===== src/rtl/sat_dsp_pkg.sv =====
// Shared operation codes for the saturating DSP arithmetic unit.
// Assumes a 3-bit operation field; unlisted codes are reserved.
package sat_dsp_pkg;
    localparam int OP_W = 3;

    typedef enum logic [OP_W-1:0] {
        OP_ADD_FLAG = 3'd0,
        OP_ADD_SAT  = 3'd1,
        OP_SUB_SAT  = 3'd2,
        OP_MUL_WH   = 3'd3,
        OP_LZCNT    = 3'd4,
        OP_SEXT_H   = 3'd5,
        OP_RSVD6    = 3'd6,
        OP_RSVD7    = 3'd7
    } dsp_op_e;
endpackage


===== src/rtl/sat_addsub.sv =====
// Signed two's-complement add or subtract with overflow detection.
// It outputs both the wrapped and the clamped result.
// IS_SUB picks the variant at elaboration time. Assumes DW >= 2.
module sat_addsub #(
    parameter int DW     = 32,
    parameter bit IS_SUB = 1'b0
) (
    input  logic [DW-1:0] a,
    input  logic [DW-1:0] b,
    output logic [DW-1:0] wrap_o,
    output logic [DW-1:0] sat_o,
    output logic          ovf_o
);
    localparam int MSB = DW - 1;
    localparam logic [DW-1:0] MAX_POS = {1'b0, {(DW-1){1'b1}}};
    localparam logic [DW-1:0] MAX_NEG = {1'b1, {(DW-1){1'b0}}};

    logic sign_rule;

    generate
        if (IS_SUB) begin : g_sub
            // Difference; overflow needs operands of opposite sign.
            assign wrap_o    = a - b;
            assign sign_rule = a[MSB] ^ b[MSB];
        end else begin : g_add
            // Sum; overflow needs operands of equal sign.
            assign wrap_o    = a + b;
            assign sign_rule = ~(a[MSB] ^ b[MSB]);
        end
    endgenerate

    // Overflow: the result sign moved away from the first operand's sign.
    assign ovf_o = sign_rule & (wrap_o[MSB] ^ a[MSB]);

    // Clamp toward the first operand's sign on overflow.
    always_comb begin
        if (ovf_o) sat_o = a[MSB] ? MAX_NEG : MAX_POS;
        else       sat_o = wrap_o;
    end
endmodule


===== src/rtl/mul_word_half.sv =====
// Signed word-by-halfword multiply that keeps the product bits above
// the low HW bits. Assumes the caller passes only the low halfword.
module mul_word_half #(
    parameter int DW = 32,
    parameter int HW = 16
) (
    input  logic [DW-1:0] a,
    input  logic [HW-1:0] b_lo,
    output logic [DW-1:0] res_o
);
    localparam int PW = DW + HW;

    logic signed [PW-1:0] a_x;
    logic signed [PW-1:0] b_x;
    logic signed [PW-1:0] prod;
    logic                 unused_low;

    // Sign-extend both factors to the full product width.
    assign a_x  = {{HW{a[DW-1]}}, a};
    assign b_x  = {{DW{b_lo[HW-1]}}, b_lo};
    assign prod = a_x * b_x;

    // Drop the low HW bits; the top DW bits are the result.
    assign res_o      = prod[PW-1:HW];
    assign unused_low = ^prod[HW-1:0];
endmodule


===== src/rtl/lead_zero_cnt.sv =====
// Leading-zero counter: the number of zeros above the highest set bit.
// An all-zero input gives DW.
module lead_zero_cnt #(
    parameter int DW = 32,
    parameter int CW = $clog2(DW + 1)
) (
    input  logic [DW-1:0] a,
    output logic [CW-1:0] cnt_o
);
    // Scan upward; the highest set bit writes the count last.
    always_comb begin
        cnt_o = CW'(DW);
        for (int i = 0; i < DW; i++) begin
            if (a[i]) cnt_o = CW'(DW - 1 - i);
        end
    end
endmodule


===== src/rtl/sext_half.sv =====
// Sign extension of a HW-bit value to DW bits.
module sext_half #(
    parameter int DW = 32,
    parameter int HW = 16
) (
    input  logic [HW-1:0] a_lo,
    output logic [DW-1:0] res_o
);
    // Copy the halfword sign bit into the upper bits.
    assign res_o = {{(DW-HW){a_lo[HW-1]}}, a_lo};
endmodule


===== src/rtl/q_flag_reg.sv =====
// Sticky overflow flag register. Synchronous active-low reset.
// A clear wins over a set in the same cycle.
module q_flag_reg (
    input  logic clk,
    input  logic rst_n,
    input  logic clr,
    input  logic set,
    output logic q
);
    // Hold the flag; reset and clear force it low, set forces it high.
    always_ff @(posedge clk) begin
        if (!rst_n)   q <= 1'b0;
        else if (clr) q <= 1'b0;
        else if (set) q <= 1'b1;
    end
endmodule


===== src/rtl/sat_dsp_unit.sv =====
// Saturating DSP arithmetic unit (top).
// The result is combinational from op_i, a_i and b_i.
// Any add/subtract overflow sets a registered sticky flag, which only
// q_clr_i or reset lowers. Assumes HW < DW.
module sat_dsp_unit
    import sat_dsp_pkg::*;
#(
    parameter int DW = 32,
    parameter int HW = 16
) (
    input  logic            clk,
    input  logic            rst_n,
    input  logic [OP_W-1:0] op_i,
    input  logic [DW-1:0]   a_i,
    input  logic [DW-1:0]   b_i,
    input  logic            q_clr_i,
    output logic [DW-1:0]   result_o,
    output logic            q_flag_o
);
    localparam int CW = $clog2(DW + 1);

    dsp_op_e       op;
    logic [DW-1:0] add_wrap, add_sat, sub_wrap, sub_sat;
    logic          add_ovf, sub_ovf;
    logic [DW-1:0] mul_res, sext_res;
    logic [CW-1:0] lz_cnt;
    logic          q_set;

    assign op = dsp_op_e'(op_i);

    sat_addsub #(.DW(DW), .IS_SUB(1'b0)) i_add (
        .a(a_i), .b(b_i), .wrap_o(add_wrap), .sat_o(add_sat), .ovf_o(add_ovf)
    );

    sat_addsub #(.DW(DW), .IS_SUB(1'b1)) i_sub (
        .a(a_i), .b(b_i), .wrap_o(sub_wrap), .sat_o(sub_sat), .ovf_o(sub_ovf)
    );

    mul_word_half #(.DW(DW), .HW(HW)) i_mul (
        .a(a_i), .b_lo(b_i[HW-1:0]), .res_o(mul_res)
    );

    lead_zero_cnt #(.DW(DW), .CW(CW)) i_lzc (
        .a(a_i), .cnt_o(lz_cnt)
    );

    sext_half #(.DW(DW), .HW(HW)) i_sext (
        .a_lo(a_i[HW-1:0]), .res_o(sext_res)
    );

    // Pick the result for the current code; reserved codes give zero.
    always_comb begin
        case (op)
            OP_ADD_FLAG: result_o = add_wrap;
            OP_ADD_SAT:  result_o = add_sat;
            OP_SUB_SAT:  result_o = sub_sat;
            OP_MUL_WH:   result_o = mul_res;
            OP_LZCNT:    result_o = {{(DW-CW){1'b0}}, lz_cnt};
            OP_SEXT_H:   result_o = sext_res;
            default:     result_o = '0;
        endcase
    end

    // Flag set request: overflow from any add or subtract operation.
    always_comb begin
        case (op)
            OP_ADD_FLAG, OP_ADD_SAT: q_set = add_ovf;
            OP_SUB_SAT:              q_set = sub_ovf;
            default:                 q_set = 1'b0;
        endcase
    end

    q_flag_reg i_qreg (
        .clk(clk), .rst_n(rst_n), .clr(q_clr_i), .set(q_set), .q(q_flag_o)
    );
endmodule


===== config.mk =====
export PLATFORM = sky130hd
export DESIGN_NAME = sat_dsp_unit
export DESIGN_NICKNAME = d
export VERILOG_FILES = /design/src/rtl/sat_dsp_pkg.sv /design/src/rtl/sat_addsub.sv /design/src/rtl/mul_word_half.sv /design/src/rtl/lead_zero_cnt.sv /design/src/rtl/sext_half.sv /design/src/rtl/q_flag_reg.sv /design/src/rtl/sat_dsp_unit.sv
export SDC_FILE = /design/constraint.sdc
export NUM_CORES = 2
export LEC_CHECK = 0
export BUFFER_PORTS_ARGS = -buffer_cell sky130_fd_sc_hd__buf_2
export CAP_MARGIN = 20
export CELL_PAD_IN_SITES_DETAIL_PLACEMENT = 1
export CELL_PAD_IN_SITES_GLOBAL_PLACEMENT = 2
export CORE_ASPECT_RATIO = 0.6
export CORE_MARGIN = 2
export CORE_UTILIZATION = 36
export DETAILED_ROUTE_END_ITERATION = 8
export GPL_ROUTABILITY_DRIVEN = 0
export HOLD_SLACK_MARGIN = 0.02
export PLACE_DENSITY_LB_ADDON = 0.1
export SLEW_MARGIN = 15
export SYNTH_ARGS = -nofsm -noshare
export SYNTH_HDL_FRONTEND = slang
export SYNTH_SLANG_ARGS = --single-unit

===== constraint.sdc =====
create_clock -name clk -period 7.91 [get_ports clk]
set_input_delay 1.1865 -clock clk [delete_from_list [all_inputs] [get_ports clk]]
set_output_delay 1.1865 -clock clk [all_outputs]
set_load 0.05 [all_outputs]

Word level (Yosys, flattened, before mapping). Cells that the tools add are included.

Flip-flop bits (word level): 1. Output and inout port bits: 33. Logic and storage cells: 56. Input port bits: 70.

Eq/ne operators: 5. Multiply operators: 1. Reductions and logical operators: 3. Add/sub/neg operators: 2. Mux-type cells: 37. Bitwise gates (word level): 7.

Operator list (number): $mux 6 (32); $pmux 32 s6 (1); $mux 32 (3); $mul 32x16->48 (1); $add 32x32->32 (1); $sub 32x32->32 (1); $eq 3x2->1 const B (2); $eq 3x3->1 const B (2); $reduce_or 2->1 (2); $eq 3x1->1 const B (1); $logic_not 3->1 (1); $xor 1x1->1 (3); $and 1x1->1 (2); $not 1->1 (2); $pmux 1 s2 (1).

Logic depth before layout (Yosys ltp).
Word-level depth: 33. Gate-level depth with buffers: 27. Mapped depth without buffers: 25.

Hierarchy. Synthesis repeated with hierarchy kept, for this count alone.

Cells, all modules: 2869. Area, all modules: 23983.0 um2.

By module, submodules not included: mul_word_half (area each 17382.9 um2, times used 1, cells each 1965, seq. area each 0.0 um2); sat_addsub (i_sub) (area each 2384.8 um2, times used 1, cells each 343, seq. area each 0.0 um2); sat_addsub (i_add) (area each 2089.5 um2, times used 1, cells each 277, seq. area each 0.0 um2); sat_dsp_unit (area each 1481.4 um2, times used 1, cells each 184, seq. area each 0.0 um2); lead_zero_cnt (area each 367.9 um2, times used 1, cells each 65, seq. area each 0.0 um2); sext_half (area each 240.2 um2, times used 1, cells each 32, seq. area each 0.0 um2); q_flag_reg (area each 36.3 um2, times used 1, cells each 3, seq. area each 20.0 um2).

Worst setup path after synthesis. No wires, ideal clock.

Kind: input -> output. Start point: in a_i[31]. End point: out result_o[31]. Path buffers: 3. Arrival time: 7956 ps. Data required time: 6724 ps. Stages: 26. Path slack: -1233 ps. Path through: buf_2 > clkbuf_1 > clkbuf_1 > nand2_1 > fa_1 > inv_1 > fa_1 > inv_1 > fa_1 > inv_1 > fa_1 > fa_1 > inv_1 > fa_1 > inv_1 > ha_1 > a21oi_1 > nand2_1 > a21oi_1 > o21bai_1 > a31oi_1 > o21ai_2 > a211oi_2 > o21a_1 > o21bai_1 > o21ai_0.

Longest elaborated chain between the ends: 5. Elaborated cells on any way between the ends: 13.

Ends and longest elaborated chain: from (decl) (RTL line sat_dsp_unit.sv:14) `input logic [DW-1:0] a_i,`; parallel branches: the longest is 4 deep, another holds $mul 32x16->48; $pmux 32 s6 (*) (RTL line sat_dsp_unit.sv:53) `case (op)`; to (decl) (RTL line sat_dsp_unit.sv:17) `output logic [DW-1:0] result_o,`.

Every way passes the cells marked *.

Final worst setup path.
Start point: in a_i[12]. End point: out result_o[22].

Longest elaborated chain between the ends: 5. Elaborated cells on any way between the ends: 10.

Ends and longest elaborated chain (RTL line): parallel branches: the longest is 4 deep, another holds $mul 32x16->48; $pmux 32 s6 (*) (sat_dsp_unit.sv:53).

Marked as above.

==> run summary <==
I/O Pins - 103
WL final - 99100 um
Yosys reg bits - 1
Tightest Pin Transition - 0.908 ns
CP endpoint kind - primary output
Seq/Total Area, Yosys - 0.0924%
First-pass GRT wire length - 147000 um
Max_cap viols - 0
Reg area - 20.0 um2
Initial antenna violation count - 10
Synth Cell Area - 21700 um2
Pre-antenna DRT Iters - 5
ANT nets after route - 0
Row Count - 69
Crit path arrival time - 7.58 ns
Synth area leader - fa_1
Via count of the first global-routing pass - 22.1k
Overflow after GRT - 0
Final Critical Period - 8.77 ns
Asr flop ratio synth - 0%
Top_reg_cell synth - dfxtp_1
Post-layout instance area - 28900 um2
Chip width - 321 um
Synth warn - 0
Reg with most FFs - i_qreg.q
RSZ-0062 raised after global routing - true
Worst Path Required - 6.72 ns
Proportion of netlist area held by the largest area contributor - 45.1%
Top flop regs - i_qreg.q (1)
Hold buffers post-CTS - 0
Clock transition at path regs - 0 ns
Slew Limit Fails - 0
Largest family of logic cells by synthesized area - adder cells
Post-synth EDFFs - 0
Synth Instances - 2627
GRT Util Overall - 32.1%
DRC viols - 0
Layout cells sized above 1 - 27.9%
Area contributors post-synth - fa_1 (45%), inv_1 (11%), ha_1 (10%), nand2_1 (5.7%), and2_1 (4.6%)
Most frequent cell after synthesis - inv_1
Adder-Cell Fraction of Synth Area - 55.1%
Fraction of the cycle the final worst path needs - 111%
Yosys cell types - 84
Synth top cells by count - inv_1 (616), fa_1 (488), nand2_1 (329), ha_1 (174), and2_1 (159)
Placed Area - 25900 um2
Post-DP HPWL - 79800 um
Setup slack after layout - -0.856 ns
Final Hold Viols - 0
Synth Area in Compound Gates - 11.5%
Starting Density - 36.5%
Post-synthesis xor/xnor area fraction - 3.47%
Largest net degree at the start of global routing - 23
Worst skew pair latency - 0 ns
Failing checks - setup timing
Multiplexer share of the synthesized area - 0.185%
Area Overhead vs Synth - 33.4%
Hold/Removal Path Class - reg -> reg
Core Area - 59400 um2
Synth Area per Inst - 8.25 um2
Multi-input gate area - 20200 um2
DR vias - 20.0k
Finish-stage setup viols - 32
Die H - 194 um
Max Clock Skew - 0 ns
Syn Nets - 3359
Crit path kind - in -> out
Crit path launch type - input port
Routed length per instance - 26.0 um
Drt via density - 5.23
Maximum fanout along the worst path - 6
Die area - 62300 um2
Achievable Freq - 114 MHz
Setup TNS - -18.89 ns
Filler instances - 6910
Status - complete, but fails checks
Hold slack - 0.576 ns
Synth Area in Simple Gates - 16.3%
Fin nets - 3768
Slew headroom - 39.3%
IO Port Bufs - 102
DRT iter0 DRCs - 1748
Max reg flops - 1
## worst max-delay path, cell delays in order
cell and delay (ns):
buf_12 0.11, buf_12 0.15, buf_8 0.12, and2_4 0.13
fa_1 0.55, fa_2 0.48, fa_2 0.65, fa_2 0.47
fa_1 0.51, inv_2 0.05, fa_1 0.51, inv_2 0.05
ha_4 0.17, a211oi_2 0.26, o21ai_2 0.11, a311oi_4 0.26
o21ai_2 0.12, a21oi_4 0.20, o21ai_4 0.10, buf_4 0.14
buf_6 0.12, a21oi_4 0.21, buf_4 0.15, buf_6 0.09
xnor2_2 0.09, a221oi_2 0.28, nand2_1 0.11, buf_6 0.17
## cell families (layout without fill, tap and decap cells)
kind of cell | after synthesis | count (layout)
buf+inv | 759 | 1166
compound gates | 368 | 368
mux | 4 | 4
other cells | 0 | 2
flops | 1 | 1
xor+xnor | 86 | 86
simple gates | 747 | 747
fa+ha+maj | 662 | 662
## path summary, 6_finish.rpt
| check | slack [ns] | depth (start not counted) | start | to |
|---|---|---|---|---|
| worst min-delay path | 0.58 | 2 | i_qreg.q | i_qreg.q |
| worst max-delay path | -0.86 | 28 | a_i[12] | result_o[22] |
| worst max register to register | 7.20 | 2 | i_qreg.q | i_qreg.q |
| worst min register to register | 0.58 | 2 | i_qreg.q | i_qreg.q |
## cell type report
type                       instances  share of cell area [%]
antenna                            2                  0.0173
inverter                         620                    8.18
multi-input combinational       1867                    70.0
sequential                         1                  0.0692
tap                              781                    3.38
timing repair buffer             546                    18.4
## per-layer routing
| layer | GRT usage [%] | vias up | routed length (um) |
|---|---|---|---|
| li1 | - | 8777 | - |
| met1 | 49.5 | 10400 | 47400 |
| met2 | 44.6 | 738 | 39900 |
| met3 | 9.55 | 85 | 10400 |
| met4 | 4.07 | 0 | 1490 |
| met5 | 0 | - | 0 |
## cells in the final DEF, fill, tap and decap left out, drive strengths merged, types with 4 or more instances in the layout
cell type | synthesis | layout
and3 | 7 | 7
fa | 488 | 488
nand2 | 331 | 331
clkinvlp | 0 | 6
a211o | 4 | 4
o311ai | 4 | 4
o211ai | 15 | 15
inv | 618 | 613
nor4 | 12 | 12
a31oi | 7 | 7
o221ai | 7 | 7
o22ai | 5 | 5
mux2i | 4 | 4
o2111ai | 8 | 8
nor2b | 12 | 12
xor2 | 18 | 18
nor2 | 131 | 131
buf | 19 | 540
o31ai | 9 | 9
nand3 | 21 | 21
a21boi | 4 | 4
nand4 | 7 | 7
and2 | 159 | 159
o21a | 7 | 7
ha | 174 | 174
nand2b | 23 | 23
a21o | 21 | 21
a2111oi | 7 | 7
clkbuf | 120 | 5
a211oi | 20 | 20
nor3 | 26 | 26
xnor2 | 68 | 68
a21oi | 115 | 115
o21ai | 90 | 90
a221oi | 10 | 10
or3 | 5 | 5
o21bai | 19 | 19
## per-stage QoR
stage | util [%] | setup WS [ns] | instances
after CTS | 47.6 | -0.770 | 3800
final | 48.7 | -0.856 | 3817
after detailed placement | 43.6 | -1.28 | 3729
after global routing | 48.7 | -1.02 | 3816
after global placement | 43.6 | -1.19 | 3729
after floorplan | - | -0.494 | 2627
## timing repair
item                                    in CTS  in global routing
resized for setup                          377                131
endpoints found under the setup margin      32                 32
cloned                                      16                  3
buffers inserted                            61                 20
pin swaps                                  114                 95
Power is left out: the tool's default activity adds up to more than one toggle a clock period on the data nets, which glitch-free logic cannot reach.
